**config.mk**
```make
export PLATFORM = sky130hd
export DESIGN_NAME = tmr_top
export DESIGN_NICKNAME = d
export VERILOG_FILES = /design/src/rtl/tmr_pkg.sv /design/src/rtl/tmr_regs.sv /design/src/rtl/tmr_presc.sv /design/src/rtl/tmr_core.sv /design/src/rtl/tmr_top.sv
export SDC_FILE = /design/constraint.sdc
export NUM_CORES = 1
export LEC_CHECK = 0
export ABC_CLOCK_PERIOD_IN_PS = 7040
export BUFFER_PORTS_ARGS = -buffer_cell sky130_fd_sc_hd__buf_2
export CAP_MARGIN = 25
export CORE_UTILIZATION = 45
export DETAILED_ROUTE_END_ITERATION = 10
export PLACE_DENSITY_LB_ADDON = 0.08
export SYNTH_ARGS = -nofsm -noshare
export SYNTH_HDL_FRONTEND = slang
export SYNTH_SLANG_ARGS = --single-unit
export TNS_END_PERCENT = 100
```
**constraint.sdc**
```tcl
create_clock -name clk_i -period 7.04 [get_ports clk_i]
set_clock_uncertainty 0.05 [all_clocks]
set_input_delay 0.704 -clock clk_i [delete_from_list [all_inputs] [get_ports clk_i]]
set_output_delay 0.704 -clock clk_i [all_outputs]
set_load 0.02 [all_outputs]
```
**src/rtl/tmr_pkg.sv**
```systemverilog
package tmr_pkg;
  localparam int PTV_W = 3;
  localparam int PRE_W = 2 ** PTV_W;

  localparam logic [1:0] ADDR_CTRL = 2'd0;
  localparam logic [1:0] ADDR_LOAD = 2'd1;
  localparam logic [1:0] ADDR_CNT  = 2'd2;

  typedef struct packed {
    logic             ie;
    logic             en;
    logic [PTV_W-1:0] ptv;
    logic             ar;
    logic             st;
  } tmr_ctrl_t;

  localparam int CTRL_W = $bits(tmr_ctrl_t);
endpackage

```
**src/rtl/tmr_regs.sv**
```systemverilog
module tmr_regs
  import tmr_pkg::*;
#(
  parameter int DATA_W = 32,
  parameter int CNT_W  = 32
) (
  input  logic              clk_i,
  input  logic              rst_ni,
  input  logic              we_i,
  input  logic [1:0]        addr_i,
  input  logic [DATA_W-1:0] wdata_i,
  input  logic              expire_stop_i,
  output tmr_ctrl_t         ctrl_o,
  output logic [CNT_W-1:0]  load_o,
  output logic              arm_o
);
  tmr_ctrl_t        ctrl_q, wr_ctrl;
  logic [CNT_W-1:0] load_q;
  logic             ctrl_we, load_we;

  assign ctrl_we = we_i && (addr_i == ADDR_CTRL);
  assign load_we = we_i && (addr_i == ADDR_LOAD);
  assign wr_ctrl = tmr_ctrl_t'(wdata_i[CTRL_W-1:0]);
  // start edge from software arms the counter
  assign arm_o   = ctrl_we && wr_ctrl.st && !ctrl_q.st;

  always_ff @(posedge clk_i or negedge rst_ni) begin
    if (!rst_ni) begin
      ctrl_q <= '0;
    end else if (ctrl_we) begin
      ctrl_q <= wr_ctrl;
    end else if (expire_stop_i) begin
      ctrl_q.st <= 1'b0;
    end
  end

  always_ff @(posedge clk_i or negedge rst_ni) begin
    if (!rst_ni)      load_q <= '0;
    else if (load_we) load_q <= wdata_i[CNT_W-1:0];
  end

  assign ctrl_o = ctrl_q;
  assign load_o = load_q;
endmodule

```
**src/rtl/tmr_presc.sv**
```systemverilog
module tmr_presc
  import tmr_pkg::*;
(
  input  logic             clk_i,
  input  logic             rst_ni,
  input  logic             run_i,
  input  logic             clear_i,
  input  logic [PTV_W-1:0] ptv_i,
  output logic             tick_o
);
  logic [PRE_W-1:0] pre_q, mask;

  always_comb begin
    for (int i = 0; i < PRE_W; i++) begin
      mask[i] = (PTV_W'(i) <= ptv_i);
    end
  end

  assign tick_o = run_i && ((pre_q & mask) == mask);

  always_ff @(posedge clk_i or negedge rst_ni) begin
    if (!rst_ni)      pre_q <= '0;
    else if (clear_i) pre_q <= '0;
    else if (run_i)   pre_q <= tick_o ? '0 : pre_q + 1'b1;
  end
endmodule

```
**src/rtl/tmr_core.sv**
```systemverilog
module tmr_core #(
  parameter int CNT_W = 32
) (
  input  logic             clk_i,
  input  logic             rst_ni,
  input  logic             arm_i,
  input  logic             tick_i,
  input  logic             ar_i,
  input  logic             ie_i,
  input  logic [CNT_W-1:0] load_i,
  output logic [CNT_W-1:0] cnt_o,
  output logic             expire_stop_o,
  output logic             irq_o
);
  logic [CNT_W-1:0] cnt_q;
  logic             irq_q, expire;

  assign expire        = tick_i && (cnt_q <= CNT_W'(1));
  assign expire_stop_o = expire && !ar_i;

  always_ff @(posedge clk_i or negedge rst_ni) begin
    if (!rst_ni) begin
      cnt_q <= '0;
      irq_q <= 1'b0;
    end else begin
      irq_q <= expire && ie_i;
      if (arm_i)       cnt_q <= load_i;
      else if (expire) cnt_q <= ar_i ? load_i : '0;
      else if (tick_i) cnt_q <= cnt_q - CNT_W'(1);
    end
  end

  assign cnt_o = cnt_q;
  assign irq_o = irq_q;
endmodule

```
**src/rtl/tmr_top.sv**
```systemverilog
module tmr_top
  import tmr_pkg::*;
#(
  parameter int DATA_W = 32,
  parameter int CNT_W  = 32
) (
  input  logic              clk_i,
  input  logic              rst_ni,
  input  logic              fclk_en_i,
  input  logic              reg_we_i,
  input  logic [1:0]        reg_addr_i,
  input  logic [DATA_W-1:0] reg_wdata_i,
  output logic [DATA_W-1:0] reg_rdata_o,
  output logic              irq_o
);
  tmr_ctrl_t        ctrl;
  logic [CNT_W-1:0] load, cnt;
  logic             arm, run, tick, expire_stop;

  assign run = ctrl.st && ctrl.en && fclk_en_i;

  tmr_regs #(.DATA_W(DATA_W), .CNT_W(CNT_W)) u_regs (
    .clk_i         (clk_i),
    .rst_ni        (rst_ni),
    .we_i          (reg_we_i),
    .addr_i        (reg_addr_i),
    .wdata_i       (reg_wdata_i),
    .expire_stop_i (expire_stop),
    .ctrl_o        (ctrl),
    .load_o        (load),
    .arm_o         (arm)
  );

  tmr_presc u_presc (
    .clk_i   (clk_i),
    .rst_ni  (rst_ni),
    .run_i   (run),
    .clear_i (arm),
    .ptv_i   (ctrl.ptv),
    .tick_o  (tick)
  );

  tmr_core #(.CNT_W(CNT_W)) u_core (
    .clk_i         (clk_i),
    .rst_ni        (rst_ni),
    .arm_i         (arm),
    .tick_i        (tick),
    .ar_i          (ctrl.ar),
    .ie_i          (ctrl.ie),
    .load_i        (load),
    .cnt_o         (cnt),
    .expire_stop_o (expire_stop),
    .irq_o         (irq_o)
  );

  always_comb begin
    unique case (reg_addr_i)
      ADDR_CTRL: reg_rdata_o = DATA_W'(ctrl);
      ADDR_LOAD: reg_rdata_o = DATA_W'(load);
      ADDR_CNT:  reg_rdata_o = DATA_W'(cnt);
      default:   reg_rdata_o = '0;
    endcase
  end
endmodule

```
==> key figures, run 1 <==
Yosys
  • Seq cells post-synth: 80
  • Most frequent cell after synthesis: dfrtp_1
  • Post-synth EDFFs: 0
  • Netlist cell types: 67
  • FFs w/ async S/R, synth: 100%
  • Syn Inst Count: ~460
  • Top FF cell, synth: dfrtp_1
  • Top cells by area, synth: dfrtp_1, mux2_2, a22o_1
  • Warnings from Yosys: 0
  • Syn_area_per_cell: 10.2 sq um
  • Post-Syn Area: 4670 sq um
  • Yosys top cell area share: 42.8%
  • Syn nets: 500
  • Register area share after synthesis: 42.8%
  • Yosys top cell by area: dfrtp_1
  • Most frequent cells after synthesis: dfrtp_1, nand2_1, mux2_2

Routing
  • Residual DRC: 0
  • Initial DRC Count: 301
  • Met3 WL: 614 um
  • Drt total wl: roughly 12 mm
  • Via count: 3987
  • Vias per cell: 6.12
  • Per-cell routed wire length: 19.1 um
  • Routed Antenna Nets: 0
  • Top Metal Used: met4
  • Routed met1 length: 5.91 mm
  • Met2 routed WL: 5.63 mm
  • Drt pass-1 iters: 5

Die
  • I/O pin count: between 70 and 80
  • Die ar.: 10800 sq um
  • # rows: 36
  • Die height: 104 um
  • Starting density of the core: 47.1%
  • Die Span X: 104 um
  • Total core area: 9910 sq um

Pwr
  • Cell Pwr Density: 286 nW/um^2
  • Reported leakage power: 2.27 nW
  • Max rail drop VDD: 117 uV

Global route
  • Vias in the first global route: 3861
  • Largest net degree at the start of global routing: slightly above 80
  • Antenna violations before repair: 0
  • Gr usage total: 23.9%
  • First-pass GRT wire length: 20.6 mm
  • Grt ovf: 0

Worst setup path
  • WP data required: 6.29 ns
  • Critical Path AT: approximately 2.4 ns
  • CP startpoint kind: input pin
  • Crit-path max FO: 18
  • Crit. End Element: output pin
  • Crit Path Category: in2out

Cells and area
  • Share of layout cells above drive strength 1: 29.3%
  • Filler cells: 953
  • Area of the multi-input gates: 2480 sq um
  • Antenna cells: 0
  • Final Net Count: 554
  • Seq. cell area: between 2000 and 2500 sq um
  • Area growth, synth to finish: 14.4%
  • Post-layout util: 54.0%

Place
  • Dpl hpwl: 8.34 mm
  • GPL Wtd Cong: roughly 0.83
  • I/O Buffers: 70

CTS
  • Clock Tree Buf Depth: 2
  • Clk root buf: clkbuf_8
  • Clock-pin slew on the worst setup and hold paths: 0.08 ns
  • CTS buffer count: 9
  • Clock sinks: 80
  • CTS tree: built
  • H-tree depth: 3
  • Clk Latency, worst-skew pair: 0.36 ns
  • Post_cts resized: 0
  • Postcts setup bufs: 0
  • CTS Hold Bufs: 0

STA
  • Final worst-path cycle share: 44.5%
  • Unrepaired setup endpoints after global routing: false
  • Post-route setup TNS: 0 ns
  • FMAX: 319 MHz
  • Max-Slew Margin vs Limit: 45.9%
  • Post-route minimum period: 3.14 ns
  • Fin. Hold Viols: 0
  • Final setup viols: 0
  • Worst slew pin tran: approximately 0.8 ns
  • Slew Limit Fails: 0

Outcome
  • Status: complete, no violations

Flow run
  • Max-cap violations: 0

Min path
  • Hold/Removal Path Class: in2async
-- sequential cells by signal, summed over array words and instances (netlist names) --
register       cells
u_presc.pre_q      8
u_core.cnt_o      32
u_core.irq_o       1
u_regs.ctrl_o      7
u_regs.load_o     32
-- placed cells by master (no fill, tap or decap), types with 3 or more instances in the layout --
| cell type | Yosys | routed |
|---|---|---|
| dfrtp_1 | 80 | 80 |
| buf_2 | 5 | 69 |
| nand2_1 | 41 | 41 |
| mux2_2 | 37 | 37 |
| o21ai_0 | 25 | 25 |
| a22o_1 | 25 | 25 |
| nor2_1 | 25 | 25 |
| a21oi_1 | 15 | 15 |
| nand3_1 | 12 | 12 |
| a221o_1 | 12 | 12 |
| clkbuf_8 | 0 | 11 |
| nor4_1 | 10 | 10 |
| nor3_1 | 10 | 10 |
| a22oi_1 | 10 | 10 |
| mux2i_1 | 8 | 8 |
| xor2_1 | 8 | 8 |
| xnor2_1 | 8 | 8 |
| inv_1 | 7 | 7 |
| or3_1 | 6 | 6 |
| buf_4 | 3 | 6 |
| o21ai_1 | 5 | 5 |
| or4_1 | 4 | 4 |
| nor3b_1 | 4 | 4 |
| o211ai_1 | 4 | 4 |
| o31ai_1 | 4 | 4 |
| a211oi_1 | 4 | 4 |
| nand2b_1 | 3 | 3 |
| or4_4 | 3 | 3 |
| nand4_1 | 3 | 3 |
| o311ai_0 | 3 | 3 |
| ha_1 | 3 | 3 |
-- power by group --
part           internal [W]  switching (W)
logic              0.000212       0.000235
clock network      0.000182       0.000172
registers          0.000560       0.000166
-- stage by stage --
| stage | instances | power, W | setup slack, ns | cell area, sq um | hold slack, ns |
|---|---|---|---|---|---|
| floorplan | 459 | 0.00104 | 4.45 | 4670 | 0.358 |
| global placement | 632 | 0.00116 | 3.89 | 5070 | 0.421 |
| detailed placement | 634 | 0.00117 | 3.88 | 5110 | 0.425 |
| CTS | 650 | 0.00153 | 3.91 | 5320 | 0.445 |
| global route | 651 | 0.00162 | 3.78 | 5350 | 0.110 |
| finish | 651 | 0.00153 | 3.90 | 5350 | 0.116 |
-- cell type report --
cell class                      count  share of cell area (%)
Timing Repair Buffer               78                    8.61
Clock inverter                      5                    1.03
Tap cell                          133                    3.11
Inverter                            7                   0.491
Clock buffer                       11                    2.83
Multi-Input combinational cell    337                    46.5
Sequential cell                    80                    37.4
-- cell families after synthesis --
logic type | Yosys count | share of synthesized area [%]
compound gates | 126 | 20.1
xor+xnor | 16 | 3.00
fa+ha+maj | 3 | 0.804
buf+inv | 42 | 4.07
flops | 80 | 42.8
mux | 45 | 10.6
simple gates | 147 | 18.6
-- critical path: stages --
cell	delay, ns
buf_2	0.19
nor2b_2	0.71
buf_4	0.39
nand2_1	0.08
o21ai_0	0.09
buf_2	0.20
-- per-layer routing --
metal | vias up | global-route usage [%]
li1 | 1846 | -
met1 | 1978 | 35.1
met2 | 141 | 36.0
met3 | 22 | 3.26
met4 | 0 | 8.98
met5 | - | 0
-- worst paths after layout --
check | startpoint | endpoint | slack [ns] | depth (start not counted)
max | reg_addr_i[0] | reg_rdata_o[1] | 3.90 | 6
min | rst_ni | u_presc.pre_q[5] | 0.12 | 1
max reg2reg | u_core.cnt_o[18] | u_core.cnt_o[3] | 4.20 | 6
min reg2reg | u_presc.pre_q[7] | u_presc.pre_q[7] | 0.44 | 2
max in group asynchronous | rst_ni | u_core.cnt_o[0] | 6.21 | 2
min in group clk_i | u_presc.pre_q[7] | u_presc.pre_q[7] | 0.44 | 2
(Power assumes the default switching activity.)
==> run 2: changes to the inputs <==
- ABC_CLOCK_PERIOD_IN_PS: 7040 -> 3300
- clock period: 7.04 -> 3.3 ns (I/O delays scaled with it)
==> run 2 against run 1 <==
Compared with the run above:
- sequential share of layout area down 0.11 points
- clock-buffer cell count decreased by 1
- combinational power grew 120%
- setup slack worse by 3.4 ns
- via count increased by 0.95%
- utilization rose by 0.16 points
- hold slack improved by 0.040 ns
- first-iteration DRC count down 5.6%
- clock power increased by 100%
- total power grew 110%
- non-clock buffer count increased by 8
- largest power group unchanged
==> key figures, run 2 (same netlist as run 1, synthesis figures left out) <==
Outcome
  • Status: complete, no violations

Cells and area
  • Area of the multi-input gates: 2480 sq um
  • Filler cells: 900
  • Post-layout util: 54.1%
  • Commonest non-fill, non-tap cell in the layout: dfrtp_1
  • Share of layout cells above drive strength 1: 30.0%
  • Final Net Count: 562
  • Antenna cells: 0
  • Most frequent cells in the layout: dfrtp_1, buf_2, nand2_1
  • Seq. cell area: 2000 sq um
  • Area growth, synth to finish: 14.8%

Place
  • Dpl hpwl: 8.62 mm
  • I/O Buffers: 70
  • GPL Wtd Cong: between 0.8 and 0.9
  • Setup WS pre-CTS: 0.583 ns

STA
  • Fin. Hold Viols: 0
  • Final setup viols: 0
  • Worst slew pin tran: 0.721 ns
  • Unrepaired setup endpoints after global routing: false
  • Post-route setup TNS: 0 ns
  • Max-Slew Margin vs Limit: slightly above 50%
  • Post-route minimum period: 2.77 ns
  • Slew Limit Fails: 0
  • Final worst-path cycle share: 83.9%
  • Worst hold slack: 0.156 ns
  • FMAX: 361 MHz
  • Setup WS post-layout: 0.533 ns

Worst setup path
  • Crit-path max FO: 24
  • Critical register-to-register path endpoint: u_core.cnt_o[3]
  • Critical Path AT: 2.95 ns
  • CP startpoint kind: register
  • Crit. End Element: register
  • Worst reg-to-reg path cell count: 6
  • R2R Path Start: u_core.cnt_o[18]
  • Reg-to-reg slack, setup: between 0.5 and 0.6 ns
  • Crit Path Category: reg2reg
  • WP data required: 3.48 ns

Die
  • # rows: 36
  • Die Span X: 104 um
  • I/O pin count: between 70 and 80
  • Total core area: 9910 sq um
  • Die ar.: 10800 sq um
  • Die height: 104 um
  • Starting density of the core: between 40% and 50%

Flow run
  • Max-cap violations: 0

CTS
  • Clk root buf: clkbuf_8
  • Postcts setup bufs: 0
  • Clock Tree Buf Depth: 2
  • Clock-pin slew on the worst setup and hold paths: roughly 0.090 ns
  • Clk Latency, worst-skew pair: 0.35 ns
  • CTS tree: built
  • CTS buffer count: 9
  • Clock sinks: 80
  • H-tree depth: 3

Min path
  • Hold path startpoint: reg_wdata_i[29]
  • Hold/Removal Path Class: in2reg
  • Worst Hold End: u_regs.load_o[29]
  • Hold path depth: 2

Global route
  • Vias in the first global route: 3977
  • First-pass GRT wire length: 21.0 mm
  • Antenna violations before repair: 0
  • Gr usage total: 24.0%
  • Grt ovf: 0
  • Largest net degree at the start of global routing: 81

Routing
  • Drt total wl: 12.5 mm
  • Per-cell routed wire length: ~19 um
  • Routed Antenna Nets: 0
  • Via count: just over 4000
  • Drt pass-1 iters: 5
  • Residual DRC: 0
  • Vias per cell: about 6.1
  • Initial DRC Count: around 280

Pwr
  • Cell Pwr Density: 605 nW/um^2
  • Max rail drop VDD: about 280 uV
  • Reported leakage power: about 2.3 nW
[run 2: changes by cell type in the layout (fill, tap and decap cells not counted), sizes merged]
cell	delta
dlygate4sd3	+1
clkinv	+1
buf	+7
clkbuf	-1
[run 2: timing repair]
| item | in CTS | in global routing |
|---|---|---|
| hold buffers | 0 | 1 |
| endpoints found under the hold margin | 0 | 33 |
| resized for setup | 0 | 0 |
[run 2: final cells by class]
type	count	area share (%)
clock buffers	10	2.38
clock inverters	6	1.12
inverters	7	0.490
multi-input cells	337	46.3
flip-flops and latches	80	37.3
well taps	133	3.10
repair buffers	86	9.24
[run 2: worst max path at each step]
| stage | from | end | slack [ns] | depth (start not counted) |
|---|---|---|---|---|
| global placement | u_core.cnt_o[0] | u_core.cnt_o[30] | 0.62 | 8 |
| global route | u_core.cnt_o[18] | u_core.cnt_o[10] | 0.40 | 6 |
| floorplan | u_core.cnt_o[0] | u_core.cnt_o[20] | 0.93 | 8 |
| CTS | u_core.cnt_o[18] | u_core.cnt_o[10] | 0.56 | 6 |
| detailed placement | u_core.cnt_o[18] | u_core.cnt_o[4] | 0.58 | 6 |
| finish | u_core.cnt_o[18] | u_core.cnt_o[3] | 0.53 | 6 |
[run 2: power breakdown]
part | switching, W | total, W | internal (W)
logic | 0.000525 | 0.000993 | 0.000468
registers | 0.000350 | 0.00155 | 0.00120
clock network | 0.000361 | 0.000707 | 0.000346
total | 0.00124 | 0.00324 | 0.00201
[run 2: per-layer routing]
metal | part of all wire (%) | global-route usage [%] | vias to the layer above
met5 | 0 | 0 | -
met4 | 1.0 | 6.73 | 0
met2 | 46 | 37.6 | 131
li1 | - | - | 1856
met3 | 4.7 | 2.76 | 11
met1 | 48 | 35.2 | 2027
[run 2: critical path: stages, from the launching register on]
cell	delay, ns
dfrtp_1	0.43
or4_1	0.68
nor3_4	0.31
nand4_2	0.23
nand2b_2	0.48
o21ai_0	0.18
a221o_1	0.31
[run 2: through the flow]
stage	total power, W	std cells	area, sq um
3_5_place_dp	0.00253	641	5140
2_1_floorplan	0.00221	459	4670
5_1_grt	0.00345	659	5360
4_1_cts	0.00325	657	5330
3_3_place_gp	0.00251	641	5140
6_report	0.00324	659	5360
